File: src/rtl/sdec_pkg.sv
package sdec_pkg;
  localparam int unsigned OP_COUNT = 5;
  localparam int unsigned CODE_MAX = 3;

  // Codeword length for each index.
  function automatic int unsigned code_len(input int unsigned i);
    case (i)
      0, 1, 2: code_len = 2;
      default: code_len = 3;
    endcase
  endfunction

  // Codeword bits, right aligned, first received bit is the MSB.
  function automatic logic [15:0] code_bits(input int unsigned i);
    case (i)
      0:       code_bits = 16'b00;
      1:       code_bits = 16'b01;
      2:       code_bits = 16'b10;
      3:       code_bits = 16'b110;
      default: code_bits = 16'b111;
    endcase
  endfunction
endpackage

File: src/rtl/sdec_path_reg.sv
module sdec_path_reg #(
  parameter int unsigned MAX_BITS = sdec_pkg::CODE_MAX,
  localparam int unsigned DEPTH_W = $clog2(MAX_BITS + 1)
) (
  input  logic                clk_i,
  input  logic                rst_i,
  input  logic                flush_i,
  input  logic                valid_i,
  input  logic                bit_i,
  input  logic                leaf_hit_i,
  output logic [MAX_BITS-1:0] cand_prefix_o,
  output logic [DEPTH_W-1:0]  cand_len_o
);
  logic [MAX_BITS-2:0] prefix_q;
  logic [DEPTH_W-1:0]  depth_q;

  assign cand_prefix_o = {prefix_q, bit_i};
  assign cand_len_o    = depth_q + DEPTH_W'(1);

  always_ff @(posedge clk_i) begin
    if (rst_i || flush_i) begin
      prefix_q <= '0;
      depth_q  <= '0;
    end else if (valid_i) begin
      if (leaf_hit_i || cand_len_o == DEPTH_W'(MAX_BITS)) begin
        prefix_q <= '0;
        depth_q  <= '0;
      end else begin
        prefix_q <= cand_prefix_o[MAX_BITS-2:0];
        depth_q  <= cand_len_o;
      end
    end
  end

  // an idle cycle keeps the tree position
  a_r5_hold_position: assert property (@(posedge clk_i) disable iff (rst_i)
    (!valid_i && !flush_i) |=> ($stable(depth_q) && $stable(prefix_q)));
  // a flush lands at the root
  a_r6_flush_root: assert property (@(posedge clk_i) disable iff (rst_i)
    flush_i |=> (depth_q == '0 && prefix_q == '0));
  // the walk never sits at or below the deepest leaf level
  a_r2_depth_bound: assert property (@(posedge clk_i) disable iff (rst_i)
    depth_q < DEPTH_W'(MAX_BITS));
endmodule

File: src/rtl/sdec_leaf_match.sv
module sdec_leaf_match #(
  parameter int unsigned NUM_OPS  = sdec_pkg::OP_COUNT,
  parameter int unsigned MAX_BITS = sdec_pkg::CODE_MAX,
  localparam int unsigned DEPTH_W = $clog2(MAX_BITS + 1),
  localparam int unsigned IDX_W   = $clog2(NUM_OPS)
) (
  input  logic [MAX_BITS-1:0] cand_prefix_i,
  input  logic [DEPTH_W-1:0]  cand_len_i,
  output logic                hit_o,
  output logic [IDX_W-1:0]    idx_o
);
  logic [NUM_OPS-1:0] hit_vec;

  for (genvar g = 0; g < NUM_OPS; g++) begin : g_leaf
    localparam logic [15:0] WANT = sdec_pkg::code_bits(g);
    localparam logic [DEPTH_W-1:0] LEN = DEPTH_W'(sdec_pkg::code_len(g));
    assign hit_vec[g] = (cand_len_i == LEN) && (cand_prefix_i == WANT[MAX_BITS-1:0]);
  end

  always_comb begin
    idx_o = '0;
    for (int i = 0; i < NUM_OPS; i++) begin
      if (hit_vec[i]) idx_o = IDX_W'(i);
    end
    hit_o = |hit_vec;
    // a prefix-free set gives at most one leaf per step
    a_r2_prefix_free: assert ($onehot0(hit_vec));
  end
endmodule

File: src/rtl/sdec_out_reg.sv
module sdec_out_reg #(
  parameter int unsigned NUM_OPS = sdec_pkg::OP_COUNT,
  localparam int unsigned IDX_W  = $clog2(NUM_OPS)
) (
  input  logic             clk_i,
  input  logic             rst_i,
  input  logic             flush_i,
  input  logic             valid_i,
  input  logic             hit_i,
  input  logic [IDX_W-1:0] idx_i,
  output logic             done_o,
  output logic [IDX_W-1:0] idx_o
);
  always_ff @(posedge clk_i) begin
    if (rst_i) begin
      done_o <= 1'b0;
      idx_o  <= '0;
    end else begin
      done_o <= valid_i && hit_i && !flush_i;
      if (valid_i && hit_i && !flush_i) idx_o <= idx_i;
    end
  end

  // shortest codeword is two bits, so the strobe never repeats
  a_r3_single_pulse: assert property (@(posedge clk_i) disable iff (rst_i)
    done_o |=> !done_o);
  // no completion without an accepted bit
  a_r5_idle_quiet: assert property (@(posedge clk_i) disable iff (rst_i)
    !valid_i |=> !done_o);
  // flush suppresses the strobe
  a_r6_flush_quiet: assert property (@(posedge clk_i) disable iff (rst_i)
    flush_i |=> !done_o);
  // index is held between completions
  a_r7_idx_hold: assert property (@(posedge clk_i) disable iff (rst_i)
    !(valid_i && hit_i) |=> $stable(idx_o));
  // reported index is in range
  a_r2_idx_range: assert property (@(posedge clk_i) disable iff (rst_i)
    done_o |-> (idx_o < IDX_W'(NUM_OPS)));
endmodule

File: src/rtl/serial_opcode_walker.sv
module serial_opcode_walker #(
  parameter int unsigned NUM_OPS  = sdec_pkg::OP_COUNT,
  parameter int unsigned MAX_BITS = sdec_pkg::CODE_MAX,
  localparam int unsigned DEPTH_W = $clog2(MAX_BITS + 1),
  localparam int unsigned IDX_W   = $clog2(NUM_OPS)
) (
  input  logic             clk_i,
  input  logic             rst_i,
  input  logic             flush_i,
  input  logic             bit_valid_i,
  input  logic             bit_i,
  output logic             op_done_o,
  output logic [IDX_W-1:0] op_idx_o
);
  logic [MAX_BITS-1:0] cand_prefix;
  logic [DEPTH_W-1:0]  cand_len;
  logic                leaf_hit;
  logic [IDX_W-1:0]    leaf_idx;

  sdec_path_reg #(.MAX_BITS(MAX_BITS)) path_i (
    .clk_i(clk_i), .rst_i(rst_i), .flush_i(flush_i), .valid_i(bit_valid_i),
    .bit_i(bit_i), .leaf_hit_i(leaf_hit),
    .cand_prefix_o(cand_prefix), .cand_len_o(cand_len)
  );

  sdec_leaf_match #(.NUM_OPS(NUM_OPS), .MAX_BITS(MAX_BITS)) match_i (
    .cand_prefix_i(cand_prefix), .cand_len_i(cand_len),
    .hit_o(leaf_hit), .idx_o(leaf_idx)
  );

  sdec_out_reg #(.NUM_OPS(NUM_OPS)) out_i (
    .clk_i(clk_i), .rst_i(rst_i), .flush_i(flush_i), .valid_i(bit_valid_i),
    .hit_i(leaf_hit), .idx_i(leaf_idx), .done_o(op_done_o), .idx_o(op_idx_o)
  );
endmodule

File: config.mk
export PLATFORM = sky130hd
export DESIGN_NAME = serial_opcode_walker
export DESIGN_NICKNAME = d
export VERILOG_FILES = /design/src/rtl/sdec_pkg.sv /design/src/rtl/sdec_path_reg.sv /design/src/rtl/sdec_leaf_match.sv /design/src/rtl/sdec_out_reg.sv /design/src/rtl/serial_opcode_walker.sv
export SDC_FILE = /design/constraint.sdc
export NUM_CORES = 1
export LEC_CHECK = 0
export ABC_CLOCK_PERIOD_IN_PS = 2390
export BUFFER_PORTS_ARGS = -buffer_cell sky130_fd_sc_hd__buf_2
export CAP_MARGIN = 20
export CORE_AREA = 2 2 39 41
export CTS_CLUSTER_SIZE = 40
export DETAILED_ROUTE_END_ITERATION = 10
export DIE_AREA = 0 0 41 43
export SLEW_MARGIN = 20
export SYNTH_ARGS = -nofsm -noshare
export SYNTH_HDL_FRONTEND = slang
export SYNTH_HIERARCHICAL = 1
export SYNTH_SLANG_ARGS = --single-unit
File: constraint.sdc
create_clock -name clk_i -period 2.39 [get_ports clk_i]
set_clock_uncertainty 0.15 [all_clocks]
set_input_delay 0.239 -clock clk_i [delete_from_list [all_inputs] [get_ports clk_i]]
set_output_delay 0.239 -clock clk_i [all_outputs]
set_load 0.05 [all_outputs]
== After elaboration in Yosys (flattened, before gate mapping) ==
Cells that the tools add are included.
Word-level totals
  register bits after elaboration: 8
  input port bits: 5
  output and inout bits: 4
  word-level logic and storage cells: 29
Operators by class
  $add $sub $neg: 1
  equal/unequal tests: 6
  multiplexer cells: 6
  reductions and logical operators: 12
Operators by type and width (number)
  2-bit two-way mux: 4
  1-bit logical AND: 7
  3-bit equality test, second input constant: 2
  5-bit OR reduction: 1
  2-bit equality test, second input constant: 2
  3-bit by 1-bit equality test with 1-bit output, second input constant: 1
  3-bit by 2-bit equality test with 1-bit output, second input constant: 1
  3-bit zero test: 1
  3-bit two-way mux: 1
  2-bit by 1-bit adder with 2-bit output, second input constant: 1
  1-bit logical OR: 2
  1-bit zero test: 1
  1-bit two-way mux: 1

== Depth between registers and ports, before layout ==
Gate-level depths: netlist of run 1.
  depth after elaboration: 7
  gate-level depth with buffers: 7
  gate-level depth less buffers: 7

== Modules after synthesis ==
The synthesis of run 1 kept the hierarchy.
Modules (own cells, without submodules)
  sdec_path_reg: times used 1, cells an instance 21, area an instance 201.4 um^2
  sdec_out_reg: times used 1, cells an instance 16, area an instance 173.9 um^2
  sdec_leaf_match: times used 1, cells an instance 10, area an instance 72.6 um^2

== Worst setup path after synthesis of run 1 ==
Ideal clock, no wire load.
  path kind: register to register
  from: register path_i.depth_q[0]
  to: register path_i.depth_q[0]
  data arrival time: 1424 ps
  required time: 2170 ps
  path slack: 746 ps
  cell stages (with the launch flop): 7
  cells stage by stage: dfxtp_1 inv_1 ha_1 inv_1 o21a_1 or4b_1 a21oi_1
On the way
  cells in the longest elaborated chain, start to end: 6
  elaborated cells on any way between the ends: 11
  those cells by class: 1 x add/sub; 2 x eq/ne; 1 x mux; 7 x reduce/logical
RTL lines
  start, declared: RTL line sdec_path_reg.sv:15  | logic [DEPTH_W-1:0] depth_q;
  start signal, assigned: RTL line sdec_path_reg.sv:30  | depth_q <= cand_len_o;
  2-bit by 1-bit adder with 2-bit output *: RTL line sdec_path_reg.sv:18  | assign cand_len_o = depth_q + DEPTH_W'(1);
  named net cand_len[0]: RTL line serial_opcode_walker.sv:16  | logic [DEPTH_W-1:0] cand_len;
  2-bit equality test: RTL line sdec_leaf_match.sv:17  | assign hit_vec[g] = (cand_len_i == LEN) && (cand_prefix_i == WANT[MAX_BITS-1:0]);
  1-bit logical AND: RTL line sdec_leaf_match.sv:17
  5-bit OR reduction *: RTL line sdec_leaf_match.sv:25  | hit_o = |hit_vec;
  named net leaf_hit: RTL line serial_opcode_walker.sv:17  | logic leaf_hit;
  1-bit logical OR *: RTL line sdec_path_reg.sv:25  | if (leaf_hit_i || cand_len_o == DEPTH_W'(MAX_BITS)) begin
  2-bit two-way mux *: RTL line sdec_path_reg.sv:25
Mark *: on every way through the listed nets, which the timed path passes. The rest lies on a longest branch.
A chain may end at the register's enable or synchronous reset.

== Worst setup path in the final report of run 1 ==
  from: register path_i.depth_q[0]
  to: register path_i.depth_q[1]
Same word-level chain as after synthesis.

==> results of run 1 <==
power by group through the flow:
stage	Combinational, mW	Sequential, mW	Clock [mW]
after floorplan	0.0150	0.140	0
after global routing	0.0244	0.137	0.114
final	0.0220	0.137	0.101
after global placement	0.0221	0.140	0
after CTS	0.0222	0.137	0.106
after detailed placement	0.0219	0.140	0
per-layer routing:
| metal | vias to the layer above | track usage, % |
|---|---|---|
| met1 | 151 | 12.9 |
| met2 | 16 | 12.5 |
| met3 | 0 | 9.42 |
| met4 | 0 | 0 |
| li1 | 188 | - |
| met5 | - | 0 |
registers in the layout (all words and copies together) (netlist names):
name	flops
out_i/idx_o	3
path_i/depth_q	2
path_i/prefix_q	2
out_i/done_o	1
metrics by stage:
stage          hold slack, ns  cell area [um2]
2_1_floorplan           0.161              448
5_1_grt                0.0741              512
6_report               0.0699              512
4_1_cts                0.0699              512
3_3_place_gp            0.307              489
3_5_place_dp            0.315              489
cells by family after synthesis:
| kind of cell | count (synthesis) | share of synthesized area [%] |
|---|---|---|
| buffers and inverters | 4 | 5.87 |
| and+or+nand+nor | 23 | 37.4 |
| DFF | 8 | 35.8 |
| muxes | 3 | 6.70 |
| AOI/OAI and AO/OA | 7 | 9.50 |
| adders and majority gates | 1 | 2.79 |
| xor gates and xnor gates | 1 | 1.96 |
layout make-up:
type	count	area, um2	share of cell area [%]
Inverter	2	7.51	1.47
Sequential cell	8	160	31.3
Tap cell	16	20.0	3.91
Clock buffer	3	22.5	4.40
Multi-Input combinational cell	35	262	51.1
Timing Repair Buffer	8	40.0	7.82
cell usage in the layout, fill, tap and decap left out:
cell,instances
mux2i_1,3
a21boi_1,1
ha_1,1
inv_1,2
nand2b_1,10
a211oi_1,1
nor3_1,1
or2_2,1
clkbuf_4,3
nand4bb_1,2
nand2_1,1
o21a_1,1
or4b_1,3
xor2_1,1
buf_2,8
nand4b_1,1
nor2b_1,1
and3b_1,1
a21oi_1,4
and3_1,1
and3_2,1
dfxtp_1,8
worst max-delay path by stage:
stage,startpoint,to,cells after the start
floorplan,path_i/depth_q[0],path_i/depth_q[0],6
global placement,path_i/depth_q[0],path_i/depth_q[1],6
detailed placement,path_i/depth_q[0],path_i/depth_q[1],6
CTS,path_i/depth_q[0],path_i/depth_q[1],6
global route,path_i/depth_q[0],path_i/depth_q[0],6
finish,path_i/depth_q[0],path_i/depth_q[1],6
==> reports/results.tsv, run 1 <==
metric	value	unit
status	completed	
FFs w/ async S/R, synth	0	%
drt first-iter violations	7	
WL met3	65	um
Cell variety after synth	22	
Worst-path clk slew	0.05	ns
Commonest cells post-synth	10 x nand2b_1, 8 x dfxtp_1, 4 x a21oi_1	
Synth area leaders	dfxtp_1 36%, nand2b_1 14%, mux2i_1 6.7%	
dpl ws	0.608	ns
PD cells	509	mW/mm2
Worst-Margin Slew	0.249	ns
FF-to-FF path depth	6	
Ys Warns	6	
RSZ-0062 raised after global routing	false	
fin cells	72	
total leakage power	0.200	nW
Die X	41	um
DRT Pass-1 Iters	4	
sw frac	21.8	%
initial core utilization	32.4	%
CP Class	flip-flop to flip-flop	
HPWL after detailed placement	555	um
Routed WL	756	um
IO Port Bufs	8	
area grow syn2layout	14.2	%
largest net degree at the start of global routing	10	
Fillers	147	
I/O pin total	9	
# Post-CTS Setup Buffers	0	
Die Y	43	um
Synth Area per Inst	9.53	um2
hold path start	rst_i	
dpl cells	69	
Worst Hold Class	primary input to flip-flop	
syn nets	53	
# DRC	0	
layout cells sized above 1	23.2	%
final net count	64	
Worst-Skew Late Latency	0.25	ns
global-route usage over all layers	9.86	%
Final Critical Period	1.80	ns
core box area	0.00138	mm2
TNS Setup	0	ns
Slowest-stage cell, CP	or4b_1	
clock sinks	8	
Primary FF master, synth	dfxtp_1	
post_cts resized	0	
WL met2	353	um
DR vias	355	
Synth top area share	35.8	%
switching power of the nets	0.0567	mW
Worst Setup Start Kind	flip-flop	
cts bufs inserted	3	
highest metal used	met3	
Period Utilization, post-route	75.2	%
clock power share	38.9	%
Via density	4.93	
top cell type by total area after synthesis	dfxtp_1	
post-cts hold buffer count	0	
Seq pwr share	52.6	%
ANT cells	0	
first-pass GRT wire length	1130	um
r2r endpoint	path_i/depth_q[1]	
number of synthesized register bits	8	
max cap viols	0	
Max Root-Sink Buffers	2	
slowest stage delay, CP	0.48	ns
gr ovfl total	0	
internal power	0.204	mW
CP Buf/Inv Count	2	
sequential share of the synthesized area	35.8	%
VDD IR-drop max	0.386	mV
Root Buffer Master	clkbuf_4	
post-layout util	37.0	%
initial antenna violation count	0	
WL/cell	10.5	um
r2r startpoint	path_i/depth_q[0]	
# rows	14	
Mapped Cells	47	
endpoints failing setup	0	
final hold vios	0	
Peak Freq	556	MHz
Rel. slew slack	83.5	%
Pwr Total	0.260	mW
CP delay by family, top	simple AND/OR/NAND/NOR gates	
count of pins over their slew limit	0	
hold path depth	2	
Worst Path Required	2.42	ns
Worst Hold Endpoint	out_i/done_o	
vias in the first global route	268	
Post-synth EDFFs	0	
setup ws final	0.593	ns
most frequent cell after synthesis	nand2b_1	
RePlAce Congestion	0.730	
crit-path cells	inv_1 > ha_1 > inv_1 > o21a_1 > or4b_1 > a21oi_1	
CP Capture Type	flip-flop	
final antenna-violating net count	0	
Crit path top cell by count	inv_1	
Met1 Wirelength	337	um
maximum level of the CTS H-tree	1	
Die ar.	0.00176	mm2
arrival time worst endpoint	1.83	ns
Comb power frac	8.4	%
reg-to-reg slack, setup	0.59	ns
Worst Path Max Fanout	6	
Post-Syn Area	448	um2
CTS tree	built	
Note: power is estimated with default switching activity, not from simulation.
==> inputs of run 2 (changes only) <==
- ABC_CLOCK_PERIOD_IN_PS: 2390 -> 1630
- clock period: 2.39 -> 1.63 ns (I/O delays scaled with it)
==> run 2 against run 1 <==
  * The flow now finishes with violations (negative setup slack)
  * First-iteration DRC count is 57% lower
  * Routed wire length up 20%
  * Register-to-register slack worse by 0.61 ns
  * Sequential cell count stayed put
  * Combinational power up 140%
  * Clock-buffer cell count unchanged
==> reports/results.tsv, run 2 (synthesis results as in run 1) <==
metric	value	unit	change
dpl cells	76		+10%
max cap viols	0		unchanged
# DRC	0		unchanged
Final Critical Period	1.64	ns	-0.153 ns
Routed WL	909	um	+20%
Worst Setup Start Kind	flip-flop		
Worst Path Required	1.68	ns	-0.74 ns
met1 Track Usage GR	15.8	%	+2.9 points
Worst Hold Class	primary input to flip-flop		
r2r endpoint	path_i/depth_q[0]		
commonest non-fill, non-tap cell in the layout	nand2b_1		
Worst Path Max Fanout	4		-2
Slowest-stage cell, CP	or4b_1		
cts bufs inserted	3		unchanged
I/O pin total	9		unchanged
IO Port Bufs	8		unchanged
PD cells	660	mW/mm2	+30%
Die ar.	0.00176	mm2	unchanged
initial antenna violation count	0		unchanged
initial core utilization	32.4	%	unchanged
r2r startpoint	path_i/depth_q[0]		
CTS tree	built		
gr ovfl total	0		unchanged
Max Root-Sink Buffers	2		unchanged
area grow syn2layout	39.1	%	
Rel. slew slack	83.6	%	about the same
CP Capture Type	flip-flop		
most frequent cells in the layout	10 x nand2b_1, 8 x buf_2, 8 x buf_4, 7 x dfxtp_1, 4 x a21oi_2		
status	finished with violations		
arrival time worst endpoint	1.69	ns	-0.14 ns
count of pins over their slew limit	0		unchanged
maximum level of the CTS H-tree	1		unchanged
Final Cell Area	623	um2	+22%
Root Buffer Master	clkbuf_4		
endpoints failing setup	2		+2
reg-to-reg slack, setup	-0.01	ns	-0.61 ns
GR Layer Usage met2	16.9	%	+4.4 points
DR vias	385		+8.5%
VDD IR-drop max	0.331	mV	-14%
WL/cell	11.2	um	+6.9%
Post-DP Area	542	um2	+11%
final net count	73		+14%
# rows	14		unchanged
hold path start	flush_i		
max FFs per register	3		unchanged
failing checks	negative setup slack		
Worst-Skew Late Latency	0.26	ns	about the same
Die X	41	um	unchanged
DRT Pass-1 Iters	2		-2
Top reg by flops	out_i/idx_o		
fin cells	81		+13%
RSZ-0062 raised after global routing	true		
drt first-iter violations	3		-4
Worst Hold Endpoint	path_i/depth_q[0]		
Peak Freq	608	MHz	+9.3%
first-pass GRT wire length	1440	um	+27%
setup ws final	-0.0144	ns	-0.607 ns
largest registers	out_i/idx_o (3), path_i/depth_q (2), path_i/prefix_q (2)		
HPWL after detailed placement	649	um	+17%
clock sinks	8		unchanged
total leakage power	0.247	nW	+23%
Worst-path clk slew	0.06	ns	about the same
ANT cells	0		unchanged
GR peak layer	met2		
global-route usage over all layers	12.8	%	+2.9 points
final hold vios	0		unchanged
Worst-Margin Slew	0.248	ns	-0.00102 ns
CP Class	flip-flop to flip-flop		
Via density	4.75		-3.6%
RePlAce Congestion	0.741		+1.5%
hold path depth	3		+1
met3 usage in global routing	9.42	%	unchanged
largest net degree at the start of global routing	10		unchanged
slowest stage delay, CP	0.49	ns	about the same
Die Y	43	um	unchanged
vias in the first global route	324		+21%
core box area	0.00138	mm2	unchanged
crit-path cells	inv_4 > ha_4 > inv_2 > o21a_1 > or4b_1 > a21oi_2		
Period Utilization, post-route	101	%	+26 points
hold slack	0.0824	ns	+0.0125 ns
final antenna-violating net count	0		unchanged
layout cells sized above 1	49.2	%	+26 points
FF-to-FF path depth	6		unchanged
## run 2: report_power, final
part           leakage (nW)  total [mW]  internal [mW]  switching [mW]
Sequential           0.0651       0.202          0.199         0.00301
Clock                0.0138       0.156         0.0846          0.0717
Combinational         0.168      0.0534         0.0307          0.0227
Total                 0.247       0.411          0.314          0.0974
## run 2: how the worst max path moves through the flow
stage | from | cells past startpoint | to | slack, ns
finish | path_i/depth_q[0] | 6 | path_i/depth_q[0] | -0.01
global route | path_i/depth_q[0] | 6 | path_i/depth_q[0] | -0.07
CTS | path_i/depth_q[0] | 6 | path_i/depth_q[0] | 0.002
detailed placement | path_i/depth_q[0] | 6 | path_i/depth_q[0] | -0.04
global placement | path_i/depth_q[0] | 6 | path_i/depth_q[1] | -0.005
floorplan | path_i/depth_q[0] | 6 | path_i/depth_q[0] | 0.006
## run 2: final cells by class
class	count	area, um2
clock buffers	3	22.5
fillers	146	761
inverters	2	10.0
multi-input cells	35	299
flip-flops and latches	8	161
well taps	16	20.0
repair buffers	17	110
## run 2: through the flow
step                setup WS [ns]  TNS [ns]  power [mW]  utilization (%)
CTS                       0.00249         0       0.410             43.0
global placement         -0.00505  -0.00505       0.246             39.2
global route              -0.0734    -0.134       0.437             45.0
finish                    -0.0144   -0.0209       0.411             45.0
floorplan                 0.00559         0       0.227                -
detailed placement        -0.0360    -0.111       0.247             39.2
## run 2: timing repair
action / CTS / global route
hold endpoints to repair: 1 / 0
cloned: 0 / 0
pin swaps: 0 / 4
resized for setup: 2 / 9
setup buffers: 1 / 1
setup endpoints to repair: 5 / 8
hold buffers: 1 / 0
## run 2: critical path, delay by kind of cell, from the launching register on
kind | cells | cell delay (ns)
and+or+nand+nor | 1 | 0.49
buffers and inverters | 2 | 0.08
DFF | 1 | 0.35
AOI/OAI and AO/OA | 2 | 0.24
adders and majority gates | 1 | 0.26
## run 2: routing by layer
layer,up-vias,share of wire [%]
li1,204,-
met1,168,46
met2,11,46
met3,2,6.5
met4,0,1.1
met5,-,0
==> inputs of run 3 (changes only) <==
- RECOVER_POWER: unset -> 50
==> run 3 against run 2 <==
  * Clock power barely moved
  * First-iteration DRC count stayed put
  * Routed wire length rose by 0.44%
  * The flow still finishes with violations (negative setup slack)
  * Register-to-register slack about the same
==> reports/results.tsv, run 3 (synthesis results as in run 1) <==
metric	value	unit	change
status	finished with violations		
failing checks	negative setup slack		
TNS Setup	-0.0209	ns	unchanged
vias in the first global route	324		unchanged
global-route usage over all layers	12.8	%	unchanged
max cap viols	0		unchanged
hold slack	0.0824	ns	unchanged
maximum level of the CTS H-tree	1		unchanged
I/O pin total	9		unchanged
endpoints failing setup	2		unchanged
Worst Hold Class	primary input to flip-flop		
Die ar.	0.00176	mm2	unchanged
Worst-path clk slew	0.06	ns	about the same
Routed WL	913	um	+0.44%
RePlAce Congestion	0.741		unchanged
largest registers	out_i/idx_o (3), path_i/depth_q (2), path_i/prefix_q (2)		
IO Port Bufs	8		unchanged
Peak Freq	608	MHz	unchanged
final antenna-violating net count	0		unchanged
Period Utilization, post-route	101	%	unchanged
final net count	73		unchanged
Worst-Skew Late Latency	0.26	ns	about the same
Die Y	43	um	unchanged
DRT Pass-1 Iters	2		unchanged
Worst-Margin Slew	0.592	ns	+0.344 ns
cts bufs inserted	3		unchanged
Post-DP Area	542	um2	unchanged
total leakage power	0.229	nW	-7.2%
DR vias	385		unchanged
Pwr Total	0.411	mW	about the same
Worst Setup Start Kind	flip-flop		
CP Capture Type	flip-flop		
PD cells	665	mW/mm2	+0.81%
largest net degree at the start of global routing	10		unchanged
VDD IR-drop max	0.331	mV	about the same
Top reg by flops	out_i/idx_o		
setup ws final	-0.0144	ns	unchanged
most frequent cells in the layout	10 x nand2b_1, 8 x buf_4, 7 x dfxtp_1		
Final Cell Area	618	um2	-0.80%
Rel. slew slack	60.7	%	-23 points
final hold vios	0		unchanged
RSZ-0062 raised after global routing	true		
WL/cell	11.3	um	+0.44%
CP Class	flip-flop to flip-flop		
# rows	14		unchanged
initial core utilization	32.4	%	unchanged
post-layout util	44.7	%	-0.36 points
Worst Path Required	1.68	ns	about the same
Die X	41	um	unchanged
Via density	4.75		unchanged
layout cells sized above 1	43.1	%	-6.2 points
drt first-iter violations	3		unchanged
arrival time worst endpoint	1.69	ns	about the same
Max Root-Sink Buffers	2		unchanged
clock sinks	8		unchanged
HPWL after detailed placement	649	um	unchanged
area grow syn2layout	38.0	%	
max FFs per register	3		unchanged
Worst Path Max Fanout	4		unchanged
first-pass GRT wire length	1440	um	unchanged
gr ovfl total	0		unchanged
ANT cells	0		unchanged
initial antenna violation count	0		unchanged
count of pins over their slew limit	0		unchanged
Final Critical Period	1.64	ns	unchanged
Root Buffer Master	clkbuf_4		
commonest non-fill, non-tap cell in the layout	nand2b_1		
# DRC	0		unchanged
CTS tree	built		
core box area	0.00138	mm2	unchanged
## run 3: cell types whose count changed in the layout (fill, tap and decap cells not counted), sizes merged
cell	change
clkbuf	+4
buf	-4
## run 3: metrics by stage
stage,setup WS [ns],cells
final,-0.0144,81
after global routing,-0.0734,81
after CTS,0.00249,81
after detailed placement,-0.0360,76
after global placement,-0.00505,76
after floorplan,0.00559,47
## run 3: report_power, final
part | internal [mW] | leakage [nW] | switching, mW | total, mW
Sequential | 0.199 | 0.0651 | 0.00302 | 0.202
Combinational | 0.0307 | 0.150 | 0.0227 | 0.0534
Clock | 0.0846 | 0.0138 | 0.0717 | 0.156
Total | 0.314 | 0.229 | 0.0974 | 0.411
## run 3: cell type report
class | instances | area (um2)
Clock buffer | 3 | 22.5
Fill cell | 149 | 766
Inverter | 2 | 10.0
Multi-Input combinational cell | 35 | 299
Sequential cell | 8 | 161
Tap cell | 16 | 20.0
Timing Repair Buffer | 17 | 105
## run 3: critical path: stages, from the launching register on
cell and delay, ns:
dfxtp_2 0.35, inv_4 0.05, ha_4 0.26, inv_2 0.03, o21a_1 0.12, or4b_1 0.49, a21oi_2 0.12
## run 3: routing by layer
| metal | global-route usage, % | vias up | wire length [um] |
|---|---|---|---|
| li1 | - | 204 | - |
| met3 | 9.42 | 2 | 62 |
| met1 | 15.8 | 168 | 422 |
| met2 | 16.9 | 11 | 417 |
| met4 | 4.00 | 0 | 10 |
| met5 | 0 | - | 0 |
## run 3: path summary, 6_finish.rpt
kind,startpoint,to,slack (ns),cells after the start
min reg2reg,out_i/idx_o[1],out_i/idx_o[1],0.32,2
max reg2reg,path_i/depth_q[0],path_i/depth_q[0],-0.01,6
max,path_i/depth_q[0],path_i/depth_q[0],-0.01,6
min,flush_i,path_i/depth_q[0],0.08,3
## run 3: repair_timing
item | CTS | global route
gates cloned | 0 | 0
endpoints found under the hold margin | 1 | 0
resized for setup | 2 | 9
endpoints found under the setup margin | 5 | 8
hold buffers | 1 | 0
pin swaps | 0 | 4
setup buffers | 1 | 1
